**src/rtl/lsg_pkg.sv**
```systemverilog
// Package: shared request type for the line sync generator.
// Assumes the CPU holds its strobes for at least one clock edge.
package lsg_pkg;
    typedef struct packed {
        logic port_rd;   // I/O read with address bit 0 low
        logic wr_any;    // any I/O write
        logic wr_set;    // I/O write with address bit 0 low
        logic wr_clr;    // I/O write with address bit 1 low
    } io_req_t;
endpackage

```
**src/rtl/lsg_io_decode.sv**
```systemverilog
// Module: lsg_io_decode
// Turns raw CPU bus strobes into partially decoded I/O requests.
// Assumes active-low strobes; only address bits 0 and 1 are decoded.
module lsg_io_decode
    import lsg_pkg::*;
(
    input  logic    iorq_n,
    input  logic    rd_n,
    input  logic    wr_n,
    input  logic    addr0,
    input  logic    addr1,
    output io_req_t req
);
    logic io_rd;
    logic io_wr;

    // Purpose: qualify read/write with the I/O request and decode address bits.
    always_comb begin
        io_rd       = !iorq_n && !rd_n;
        io_wr       = !iorq_n && !wr_n;
        req.port_rd = io_rd && !addr0;
        req.wr_any  = io_wr;
        req.wr_set  = io_wr && !addr0;
        req.wr_clr  = io_wr && !addr1;
    end
endmodule

```
**src/rtl/lsg_ctrl_latches.sv**
```systemverilog
// Module: lsg_ctrl_latches
// Holds the interrupt-enable and vertical-sync latches. Both are
// updated synchronously on the edge where a request is seen.
// Set beats clear for the enable; a write beats a read for vsync.
module lsg_ctrl_latches
    import lsg_pkg::*;
(
    input  logic    clk,
    input  logic    rst_n,
    input  io_req_t req,
    output logic    nmi_en,
    output logic    vsync
);
    // Purpose: interrupt enable latch with set priority.
    always_ff @(posedge clk) begin
        if (!rst_n)
            nmi_en <= 1'b0;
        else if (req.wr_set)
            nmi_en <= 1'b1;
        else if (req.wr_clr)
            nmi_en <= 1'b0;
    end

    // Purpose: vertical sync latch, started by a port read, ended by any write.
    always_ff @(posedge clk) begin
        if (!rst_n)
            vsync <= 1'b0;
        else if (req.wr_any)
            vsync <= 1'b0;
        else if (req.port_rd && !nmi_en)
            vsync <= 1'b1;
    end

    // a write with bit 0 low always leaves the enable set
    a_r5_set_wins: assert property (@(posedge clk) disable iff (!rst_n)
        req.wr_set |=> nmi_en);

    // a clear-only write leaves the enable clear
    a_r6_clear: assert property (@(posedge clk) disable iff (!rst_n)
        (req.wr_clr && !req.wr_set) |=> !nmi_en);

    // any write ends vertical sync
    a_r10_write_ends: assert property (@(posedge clk) disable iff (!rst_n)
        req.wr_any |=> !vsync);

    // a port read with the enable clear starts vertical sync
    a_r9_read_starts: assert property (@(posedge clk) disable iff (!rst_n)
        (req.port_rd && !nmi_en && !req.wr_any) |=> vsync);
endmodule

```
**src/rtl/lsg_line_counter.sv**
```systemverilog
// Module: lsg_line_counter
// Counts clock cycles per scan line and flags the sync window.
// Assumes SYNC_START < LINE_LEN; the counter is held at zero by hold.
module lsg_line_counter #(
    parameter int LINE_LEN   = 207,
    parameter int SYNC_START = 192
) (
    input  logic clk,
    input  logic rst_n,
    input  logic hold,
    output logic in_sync
);
    localparam int CNT_W = $clog2(LINE_LEN);
    localparam logic [CNT_W-1:0] LAST  = CNT_W'(LINE_LEN - 1);
    localparam logic [CNT_W-1:0] START = CNT_W'(SYNC_START);

    logic [CNT_W-1:0] cnt;

    // Purpose: advance the line position, wrap at line end, freeze under hold.
    always_ff @(posedge clk) begin
        if (!rst_n || hold)
            cnt <= '0;
        else if (cnt == LAST)
            cnt <= '0;
        else
            cnt <= cnt + 1'b1;
    end

    // Purpose: decode the sync window from the line position.
    always_comb in_sync = (cnt >= START);

    // the count never leaves its line range
    a_r1_in_range: assert property (@(posedge clk) disable iff (!rst_n)
        cnt <= LAST);

    // a free-running count wraps to zero after the last position
    a_r1_wrap: assert property (@(posedge clk) disable iff (!rst_n)
        (cnt == LAST && !hold) |=> cnt == '0);

    // hold freezes the count at zero on the next edge
    a_r3_hold_zero: assert property (@(posedge clk) disable iff (!rst_n)
        hold |=> (cnt == '0 && !in_sync));
endmodule

```
**src/rtl/line_sync_gen.sv**
```systemverilog
// Module: line_sync_gen (top)
// Horizontal sync and non-maskable interrupt generator with the
// vertical sync and interrupt-enable control latches.
// Assumes a single clock and a synchronous active-low reset.
module line_sync_gen #(
    parameter int LINE_LEN   = 207,
    parameter int SYNC_START = 192
) (
    input  logic clk,
    input  logic rst_n,
    input  logic iorq_n,
    input  logic rd_n,
    input  logic wr_n,
    input  logic addr0,
    input  logic addr1,
    output logic hsync_n,
    output logic nmi_n,
    output logic vsync,
    output logic port_rd_n
);
    import lsg_pkg::*;

    io_req_t req;
    logic    nmi_en;
    logic    in_sync;

    lsg_io_decode u_decode (
        .iorq_n (iorq_n),
        .rd_n   (rd_n),
        .wr_n   (wr_n),
        .addr0  (addr0),
        .addr1  (addr1),
        .req    (req)
    );

    lsg_ctrl_latches u_latches (
        .clk    (clk),
        .rst_n  (rst_n),
        .req    (req),
        .nmi_en (nmi_en),
        .vsync  (vsync)
    );

    lsg_line_counter #(
        .LINE_LEN   (LINE_LEN),
        .SYNC_START (SYNC_START)
    ) u_counter (
        .clk     (clk),
        .rst_n   (rst_n),
        .hold    (vsync),
        .in_sync (in_sync)
    );

    // Purpose: drive the active-low outputs from sync, enable and port read.
    always_comb begin
        hsync_n   = !in_sync;
        nmi_n     = !(in_sync && nmi_en);
        port_rd_n = !req.port_rd;
    end

    // an interrupt only appears inside a sync pulse with the enable set
    a_r4_nmi_gated: assert property (@(posedge clk) disable iff (!rst_n)
        !nmi_n |-> (!hsync_n && nmi_en));

    // no sync pulse in the cycle after vertical sync is seen
    a_r3_no_sync_in_vsync: assert property (@(posedge clk) disable iff (!rst_n)
        vsync |=> hsync_n);
endmodule

```
**config.mk**
```make
export PLATFORM = sky130hd
export DESIGN_NAME = line_sync_gen
export DESIGN_NICKNAME = d
export VERILOG_FILES = /design/src/rtl/lsg_pkg.sv /design/src/rtl/lsg_io_decode.sv /design/src/rtl/lsg_ctrl_latches.sv /design/src/rtl/lsg_line_counter.sv /design/src/rtl/line_sync_gen.sv
export SDC_FILE = /design/constraint.sdc
export NUM_CORES = 1
export LEC_CHECK = 0
export BUFFER_PORTS_ARGS = -buffer_cell sky130_fd_sc_hd__buf_2
export CORE_AREA = 3 3 40 42
export DETAILED_ROUTE_END_ITERATION = 10
export DIE_AREA = 0 0 43 45
export GPL_TIMING_DRIVEN = 0
export HOLD_SLACK_MARGIN = 0.05
export PLACE_DENSITY_LB_ADDON = 0.2
export RECOVER_POWER = 50
export SLEW_MARGIN = 25
export SYNTH_ARGS = -nofsm -noshare
export SYNTH_HDL_FRONTEND = slang
export SYNTH_HIERARCHICAL = 1
export SYNTH_SLANG_ARGS = --single-unit
```
**constraint.sdc**
```tcl
create_clock -name clk -period 1.8 [get_ports clk]
set_input_delay 0.09 -clock clk [delete_from_list [all_inputs] [get_ports clk]]
set_output_delay 0.09 -clock clk [all_outputs]
set_load 0.005 [all_outputs]
```
# Word level (Yosys, flattened, before mapping)
# Cells that the tools add are included.
[totals]
regBits = 10
latch_bits = 0
mem_bits_rw = 0
rom_bits = 0
input_bits = 7
out_inout_bits = 4
word_cells = 30
mem_count = 0
[classes]
addsub = 1
mul = 0
n_div = 0
magnitude_cmp = 1
n_eq_ne = 1
shifts = 0
mux = 2
bitwise_logic = 1
n_reduce_logical = 21
[ops]
columns = ["operator", "n"]
rows = [
  ["$logic_not A1 Y1", 10],
  ["$add A8 B1 Y8 const B", 1],
  ["$eq A8 B8 Y1 const B", 1],
  ["$ge A8 B8 Y1 const B", 1],
  ["$logic_and A1 B1 Y1", 7],
  ["$reduce_or A2 Y1", 2],
  ["$mux W1", 2],
  ["$reduce_bool A2 Y1", 1],
  ["$logic_or A1 B1 Y1", 1],
  ["$not A1 Y1", 1],
]

# Depth between registers and ports, before layout
# Gate-level depths: netlist of run 1.
[logic_depth]
word_depth = 5
ltp_mapped = 5
depth_no_buf = 5

# Modules after synthesis
# Netlist of run 1, hierarchy kept.
[modules_own_cells]
columns = ["mod", "n_inst", "cells_each", "area_each_um2", "seq_area_each_um2"]
rows = [
  ["lsg_line_counter", 1, 40, 359.1, 160.2],
  ["lsg_ctrl_latches", 1, 7, 73.8, 40.0],
  ["lsg_io_decode", 1, 5, 31.3, 0.0],
  ["line_sync_gen", 1, 3, 11.3, 0.0],
]

# Worst setup path before layout of run 1
# OpenSTA, ideal clock, no wires.
[synth_path]
path_type = "flip-flop to flip-flop"
startpoint = "register u_counter.cnt[0]"
endpoint = "register u_counter.cnt[6]"
setup_ns = 0.070
arrival_time_ns = 1.174
required_time_ns = 1.730
setup_slack_ns = 0.556
stages_incl_launch_ff = 6
n_path_buf = 0
period_less_slack_ns = 1.244
path_cell_list = "dfxtp_1 -> inv_1 -> ha_1 -> and3_2 -> a31o_2 -> a21oi_1"
[synth_between]
elab_chain_cells = 2
elab_cells_between_ends = 3
cone_classes = "add/sub: 1; eq/ne: 1; reduce/logical: 1"
[synth_lines]
columns = ["item", "line", "rtl"]
rows = [
  ["start, declared", "lsg_line_counter.sv:17", "logic [CNT_W-1:0] cnt;"],
  ["start signal, assigned", "lsg_line_counter.sv:26", "cnt <= cnt + 1'b1;"],
  ["parallel branches: the longest is 2 deep, another holds $add A8 B1 Y8", "n/a", ""],
]
# Parallel ways; which one is timed is not known.
# A chain may end at the register's enable or synchronous reset.

# Final worst setup path of run 1
# Ends and elaborated chain as after synthesis.

==> flow_summary.yaml, run 1 <==
die:
  core_area_um2: 1280
  die_w_um: 43
  dieArea_um2: 1940
  io_pins: 11
  start_util_pct: 37.0
  fp.dieH_um: 45
  num_rows: 13
synthesis:
  synth_seq_cells: 10
  syn_inst: 55
  synth_edf_count: 0
  synth_area_per_cell_um2: 8.64
  yosysMostFrequentCell: "dfxtp_1"
  ys_types: 23
  syn_area_um2: 475
  ys_seq_area_share_pct: 42.1
  async_flop_share_pct: 0
  ys_warn_count: 6
  synth_top_area_share_pct: 42.1
  yosysTopAreaCell: "dfxtp_1"
  ys.flop_type: "dfxtp_1"
  synth.area.top_cells: "dfxtp_1 42%, nor2_1 5.5%, ha_1 5.3%, nand3_1 4.2%, inv_1 3.9%"
  syn_nets: 64
  netlist_top_cells_count: "10 x dfxtp_1, 7 x nor2_1, 5 x inv_1, 4 x nand3_1"
global_routing:
  grt_pass1_vias: 343
  grt_max_degree: 8
  grt_overflow: 0
  grt_pass1_wl_um: 1450
  antenna_found_initial: 0
  grt_use_total_pct: 10.8
critical_path:
  ff2ff_setup_slack_ps: 460
  timing.rr.end: "u_counter/cnt[6]"
  rr_startpoint: "u_counter/cnt[0]"
  start_kind: "register"
  worstPathArrival_ps: 1530
  setup.worst_path.class: "register to register"
  critPathCaptureType: "register"
  crit_start: "u_counter/cnt[0]"
  worst-r2r-cell-count: 5
  crit_end: "u_counter/cnt[6]"
  critPathMaxFanout: 7
  cp.required_ps: 2000
routing:
  wirelength_um: 833
  via_per_inst: 4.77
  maxUsedRoutingLayer: "met4"
  dr.pass1.iters: 4
  m1WireLength_um: 378
  wl_per_cell_um: 10.0
  route.detailed.drc: 0
  drt_iter0_drc: 5
  met3_wirelength_um: 101
  route.met2.wl_um: 343
  drtAntennaViolNets: 0
  vias: 396
clock_network:
  cts_tree: "built"
  cts-resized-gates: 0
  clock-sinks: 10
  cts_buffer_depth: 2
  ctsHoldBuffers: 0
  root_buffer: "clkbuf_4"
  htreeDepth: 1
  path_clk_slew_ps: 60
  cts_buffers: 3
  clk_latency_ps: 260
  postCtsSetupBuffers: 0
place:
  place.gp.congestion: 0.702
  dp_slack_ps: 464
  io_buffers: 10
  placed_area_um2: 544
sta:
  fin_crit_ps: 1340
  hold_ws_ps: 73.5
  worstMarginPinSlew_ps: 217
  finClkSkew_ps: 3.83
  slew-limit-headroom_pct: 85.5
  fin_ws_ps: 462
  grt_setup_unrepaired: "no"
  finalHoldViolations: 0
  slew_viol_final: 0
  setup_viol: 0
  period_share_pct: 74.3
  fmax_mhz: 748
  fin_tns_setup_ps: 0
pwr:
  peakVddDrop_mv: 0.443
  leakage_nw: 0.240
  powerDensity_nw_per_um2: 757
  p_total_w: 0.000425
finish:
  nets: 79
  seq_area_um2: 200
  drive_gt1_share_pct: 26.5
  synthToLayoutAreaGrowth_pct: 18.2
  fin_area_um2: 562
  multiInputGateArea_um2: 244
  diodes: 0
  fillers: 141
status:
  outcome: "finished, final reports clean"
job:
  max_cap_viol_count: 0
worst_hold_path:
  hp-class: "primary input to register"
registers in the layout, indices dropped and copies added (netlist names):
| register | flops |
|---|---|
| u_latches/nmi_en | 1 |
| u_latches/vsync | 1 |
| u_counter/cnt | 8 |
critical path, stage by stage, from the launching register on:
cell,delay (ps)
dfxtp_1,400
inv_1,60
ha_1,190
and3_2,200
a31o_2,300
a21oi_1,120
cell type report:
cell class | instances | share of cell area, %
timing repair buffer | 10 | 8.91
inverter | 5 | 3.34
clock buffer | 3 | 4.01
buffer | 1 | 1.34
sequential | 10 | 35.6
multi-input combinational | 39 | 43.4
tap | 15 | 3.34
how the worst min path moves through the flow:
stage	start	endpoint	slack, ps	cells after the start
4_1_cts	rst_n	u_latches/nmi_en	70	2
3_5_place_dp	rst_n	u_latches/nmi_en	350	2
3_3_place_gp	rst_n	u_latches/nmi_en	350	2
2_1_floorplan	rst_n	u_latches/nmi_en	210	1
6_report	rst_n	u_latches/nmi_en	70	2
5_1_grt	rst_n	u_latches/nmi_en	80	2
power breakdown:
| part | total [W] | internal (W) | switching (W) | leakage (nW) |
|---|---|---|---|---|
| registers | 0.000239 | 0.000230 | 0.00000975 | 0.0814 |
| clock network | 0.000149 | 0.0000771 | 0.0000718 | 0.0138 |
| logic | 0.0000371 | 0.0000190 | 0.0000182 | 0.145 |
per-layer routing:
| layer | vias up | global-route usage, % |
|---|---|---|
| li1 | 211 | - |
| met1 | 169 | 10.9 |
| met2 | 14 | 17.1 |
| met3 | 2 | 7.17 |
| met4 | 0 | 5.42 |
| met5 | - | 0 |
through the flow:
step                      util [%]  cells
after floorplan                  -     55
after global placement        42.4     80
after global routing          43.7     83
final                         43.7     83
after detailed placement      42.4     80
after CTS                     44.1     83
cell usage in the layout, fill, tap and decap left out:
cell / count
buf_2: 10
nor3_1: 3
a31o_2: 1
nand4_2: 1
inv_1: 5
and2_0: 1
a21oi_1: 2
nand2b_1: 1
xor2_1: 2
clkbuf_4: 3
o21a_1: 1
and3_2: 1
dfxtp_1: 10
or3_1: 3
nor2b_1: 2
nand2_1: 2
ha_1: 2
xnor2_1: 1
a21oi_2: 1
nand3_1: 4
o21ai_0: 3
buf_4: 1
o211a_1: 1
nor2_1: 7
cells by family after synthesis:
logic type,count (synthesis),synth area share (%)
simple gates,25,29.0
compound gates,9,12.6
xor+xnor,3,5.53
flops,10,42.1
buf+inv,6,5.53
fa+ha+maj,2,5.26
(Power assumes the default switching activity.)
==> run 2: changes to the inputs <==
ABC_AREA = 1   (was not set)
clock period = 1.4 ns   (was 1.8 ns; I/O delays follow)
==> run 2 against run 1 <==
First-iteration DRC count increased to 2.6 times the previous value; largest power group unchanged; largest cell class unchanged; non-clock buffer count is 1 higher; area after synthesis grew 8.2%; highest routed layer unchanged; register-to-register slack got worse by 180 ps; critical endpoint is now u_counter/cnt[5]; core utilization up 3.7 points; clock-buffer cell count is the same.
==> flow_summary.yaml, run 2 <==
clock_network:
  postCtsSetupBuffers: 0
  cts_buffer_depth: 2
  root_buffer: "clkbuf_4"
  path_clk_slew_ps: 70
  htreeDepth: 1
  clock-sinks: 10
  clk_latency_ps: 260
  cts_buffers: 3
  cts_tree: "built"
finish:
  nets: 104
  fin_util_pct: 47.4
  diodes: 0
  synthToLayoutAreaGrowth_pct: 18.5
  largestRegisters: "u_counter/cnt (8), u_latches/nmi_en (1), u_latches/vsync (1)"
  largest_reg_flops: 8
  fillers: 146
  final_cell_mix: "17 x inv_1, 17 x nand2_1, 15 x nor2_1"
  top_register: "u_counter/cnt"
  drive_gt1_share_pct: 15.1
global_routing:
  antenna_found_initial: 0
  grt_pass1_wl_um: 1570
  grt_overflow: 0
  grt_max_degree: 9
  grt_use_total_pct: 11.2
  grt_pass1_vias: 398
critical_path:
  cp_slowest_cell: "dfxtp_1"
  rr_startpoint: "u_counter/cnt[0]"
  cp_cell_sequence: "inv_1 -> ha_1 -> nand2_1 -> nor2_1 -> nand2_1 -> nand2_2 -> a21oi_1"
  worst-r2r-cell-count: 7
  critPathCaptureType: "register"
  cpPeakStageDelay_ps: 380
  cp.required_ps: 1590
  critical_path.most_common_cell: "nand2_1"
  worstPathArrival_ps: 1310
  crit_start: "u_counter/cnt[0]"
  start_kind: "register"
  critPathMaxFanout: 8
  setup.worst_path.class: "register to register"
sta:
  period_share_pct: 79.5
  finClkSkew_ps: 3.84
  slew_viol_final: 0
  fin_tns_setup_ps: 0
  fin_ws_ps: 287
  finalHoldViolations: 0
  fmax_mhz: 898
  slew-limit-headroom_pct: 88.3
  setup_viol: 0
  grt_setup_unrepaired: "no"
  fin_crit_ps: 1110
  worstMarginPinSlew_ps: 175
  hold_ws_ps: 77.8
synthesis:
  synth_seq_cells: 10
  synth_top_area_share_pct: 38.9
  syn_nets: 88
  syn_area_um2: 514
  yosysTopAreaCell: "dfxtp_1"
  synth_area_per_cell_um2: 6.51
  async_flop_share_pct: 0
  ys.flop_type: "dfxtp_1"
  synth_edf_count: 0
  yosysMostFrequentCell: "nand2_1"
  ys_warn_count: 6
  synth.area.top_cells: "dfxtp_1 39%, nand2_1 13%, inv_1 12%, nor2_1 11%, ha_1 4.9%"
  syn_inst: 79
  netlist_top_cells_count: "18 x nand2_1, 17 x inv_1, 15 x nor2_1, 10 x dfxtp_1, 4 x a21oi_1"
  ys_seq_area_share_pct: 38.9
  ys_types: 14
routing:
  route.detailed.drc: 0
  wirelength_um: 917
  drtAntennaViolNets: 0
  wl_per_cell_um: 8.49
  dr.pass1.iters: 4
  via_per_inst: 4.35
  drt_iter0_drc: 13
  vias: 470
worst_hold_path:
  hold_depth: 4
  hp-class: "primary input to register"
  worstHoldStart: "addr0"
pwr:
  leakage_nw: 0.264
  powerDensity_nw_per_um2: 909
  peakVddDrop_mv: 0.385
place:
  io_buffers: 10
  dp_slack_ps: 207
  hpwl_um: 725
  place.gp.congestion: 0.722
status:
  outcome: "finished, final reports clean"
die:
  core_area_um2: 1280
  start_util_pct: 40.0
  dieArea_um2: 1940
  die_w_um: 43
  io_pins: 11
  fp.dieH_um: 45
  num_rows: 13
job:
  max_cap_viol_count: 0
==> run 2: per-stage QoR <==
step	instances	cell area, um^2	power (W)
2_1_floorplan	79	514	0.000345
3_3_place_gp	104	583	0.000363
3_5_place_dp	104	583	0.000365
4_1_cts	108	616	0.000563
6_report	108	609	0.000554
5_1_grt	108	609	0.000579
==> run 2: worst paths after layout <==
check	to	slack [ps]
worst min-delay path	u_latches/nmi_en	80
worst max register to register	u_counter/cnt[5]	290
worst min register to register	u_counter/cnt[0]	460
worst max-delay path	u_counter/cnt[5]	290
==> run 2: area by class of cell <==
| class | count | area, um^2 | area share, % |
|---|---|---|---|
| well taps | 15 | 18.8 | 3.08 |
| clock buffers | 3 | 22.5 | 3.70 |
| repair buffers | 11 | 55.1 | 9.03 |
| inverters | 19 | 71.3 | 11.7 |
| plain buffers | 1 | 7.51 | 1.23 |
| flip-flops and latches | 10 | 200 | 32.9 |
| multi-input cells | 49 | 234 | 38.4 |
==> run 2: where the power goes <==
part | internal, W | leakage [nW] | switching, W
clock network | 0.0000992 | 0.0138 | 0.0000964
registers | 0.000295 | 0.0813 | 0.0000104
logic | 0.0000253 | 0.169 | 0.0000272
==> run 2: cell families after synthesis <==
logic type | synth area share (%)
xor gates and xnor gates | 5.11
DFF | 38.9
and+or+nand+nor | 28.2
buffers and inverters | 15.3
AOI/OAI and AO/OA | 7.54
adders and majority gates | 4.87
==> run 2: what timing repair did <==
action	CTS	global route
resized for setup	0	1
hold buffers	1	0
endpoints found under the hold margin	1	0
setup endpoints to repair	0	3
==> run 2: per-layer routing <==
layer  track usage, %  vias to the layer above  routed length (um)
met3             2.39                        2                  27
li1                 -                      258                   -
met4             9.04                        0                  11
met5                0                        -                   0
met1             13.4                      204                 469
met2             17.4                        6                 408
==> run 2: worst max-delay path, delay by kind of cell, from the launching register on <==
family | cells | cell delay, ps
buffers and inverters | 1 | 70
DFF | 1 | 380
and+or+nand+nor | 4 | 280
adders and majority gates | 1 | 200
AOI/OAI and AO/OA | 1 | 130
==> run 3: changes to the inputs <==
ABC_AREA = 0   (was 1)
clock period = 0.95 ns   (was 1.4 ns; I/O delays follow)
==> run 3 against run 2 <==
The flow now finishes with violations (negative setup slack); sequential share of layout area is 0.20 points lower; core utilization is 4.8 points higher; die area stayed put; combinational power is 67% higher; first-iteration DRC count is 54% lower; routed wire length is 1.7% higher; flip-flop and latch count stayed put; total power is 67% higher; critical endpoint is now u_counter/cnt[6]; highest routed layer unchanged.
==> flow_summary.yaml, run 3 (same netlist as run 1, synthesis figures left out) <==
critical_path:
  worstPathArrival_ps: 1350
  setup.worst_path.class: "register to register"
  start_kind: "register"
  critPathMaxFanout: 7
  cp.required_ps: 1140
  critPathCaptureType: "register"
routing:
  route.detailed.drc: 0
  dr.pass1.iters: 4
  wl_per_cell_um: 10.8
  wirelength_um: 933
  drtAntennaViolNets: 0
  vias: 405
  drt_iter0_drc: 6
  via_per_inst: 4.71
finish:
  top_register: "u_counter/cnt"
  final_cell_mix: "8 x buf_2, 7 x nor2_1, 4 x dfxtp_4"
  nets: 81
  largestRegisters: "u_counter/cnt (8), u_latches/nmi_en (1), u_latches/vsync (1)"
  synthToLayoutAreaGrowth_pct: 41.1
  seq_area_um2: 219
  largest_reg_flops: 8
  fillers: 124
  multiInputGateArea_um2: 290
  layout_commonest_cell: "buf_2"
  drive_gt1_share_pct: 50.7
  diodes: 0
place:
  hpwl_um: 638
  place.gp.congestion: 0.711
  io_buffers: 10
  dp_slack_ps: -217
sta:
  worstMarginPinSlew_ps: 235
  fin_crit_ps: 1160
  setup_viol: 10
  period_share_pct: 122
  fin_ws_ps: -208
  grt_setup_unrepaired: "yes"
  slew_viol_final: 0
  finClkSkew_ps: 8.28
  fmax_mhz: 864
  finalHoldViolations: 0
  slew-limit-headroom_pct: 84.2
  hold_ws_ps: 119
status:
  outcome: "finished, violations left"
  violations: "negative setup slack"
global_routing:
  antenna_found_initial: 0
  grt_use_total_pct: 10.8
  grt_max_degree: 8
  grt_pass1_wl_um: 1460
  grt_pass1_vias: 329
  grt_overflow: 0
pwr:
  powerDensity_nw_per_um2: 1380
  p_total_w: 0.000923
  peakVddDrop_mv: 0.843
  leakage_nw: 0.271
die:
  num_rows: 13
  dieArea_um2: 1940
  die_w_um: 43
  io_pins: 11
  core_area_um2: 1280
  fp.dieH_um: 45
  start_util_pct: 37.0
clock_network:
  path_clk_slew_ps: 70
  cts_tree: "built"
  cts_buffer_depth: 2
  clk_latency_ps: 270
  htreeDepth: 1
  cts_buffers: 3
  root_buffer: "clkbuf_4"
  clock-sinks: 10
worst_hold_path:
  hp-class: "primary input to register"
job:
  max_cap_viol_count: 0
-- run 3: where the power goes --
part,internal [W],switching [W],total [W]
logic,0.0000481,0.0000395,0.0000876
clock network,0.000233,0.000146,0.000379
registers,0.000433,0.0000239,0.000457
-- run 3: area by class of cell --
cell class	instances	share of cell area (%)
Buffer	1	1.12
Clock buffer	4	5.41
Inverter	5	2.80
Multi-Input combinational cell	39	43.3
Sequential cell	10	32.6
Tap cell	15	2.80
Timing Repair Buffer	12	11.9
-- run 3: worst paths after layout --
| path | from | depth (start not counted) | end | slack, ps |
|---|---|---|---|---|
| max | u_counter/cnt[0] | 5 | u_counter/cnt[6] | -210 |
| min reg2reg | u_counter/cnt[0] | 1 | u_counter/cnt[0] | 450 |
| min | addr0 | 3 | u_latches/nmi_en | 120 |
| max reg2reg | u_counter/cnt[0] | 5 | u_counter/cnt[6] | -210 |
-- run 3: per-layer routing --
layer | share of wire (%) | up-vias | track usage, %
met4 | 1.2 | 0 | 5.42
li1 | - | 217 | -
met2 | 40 | 14 | 14.4
met1 | 49 | 172 | 12.9
met3 | 9.4 | 2 | 7.57
met5 | 0 | - | 0
-- run 3: per-stage QoR --
step                      utilization (%)  cell area [um^2]  cells  TNS [ps]
final                                52.2               671     86     -1470
after global routing                 52.2               671     86     -2010
after CTS                            50.8               653     86     -1540
after detailed placement             46.0               591     80     -1370
after global placement               46.0               591     80     -1320
after floorplan                         -               522     55      -957
-- run 3: worst max-delay path: stages, from the launching register on --
cell and delay, ps:
dfxtp_4 370, inv_2 30, ha_2 160, and3_4 170
a31o_4 260, a21oi_2 100
-- run 3: repair_timing --
item,4_1_cts,5_1_grt
hold buffers,1,0
pin swaps,2,2
resized for setup,3,7
buffers inserted,1,0
setup endpoints to repair,10,10
hold endpoints to repair,2,0
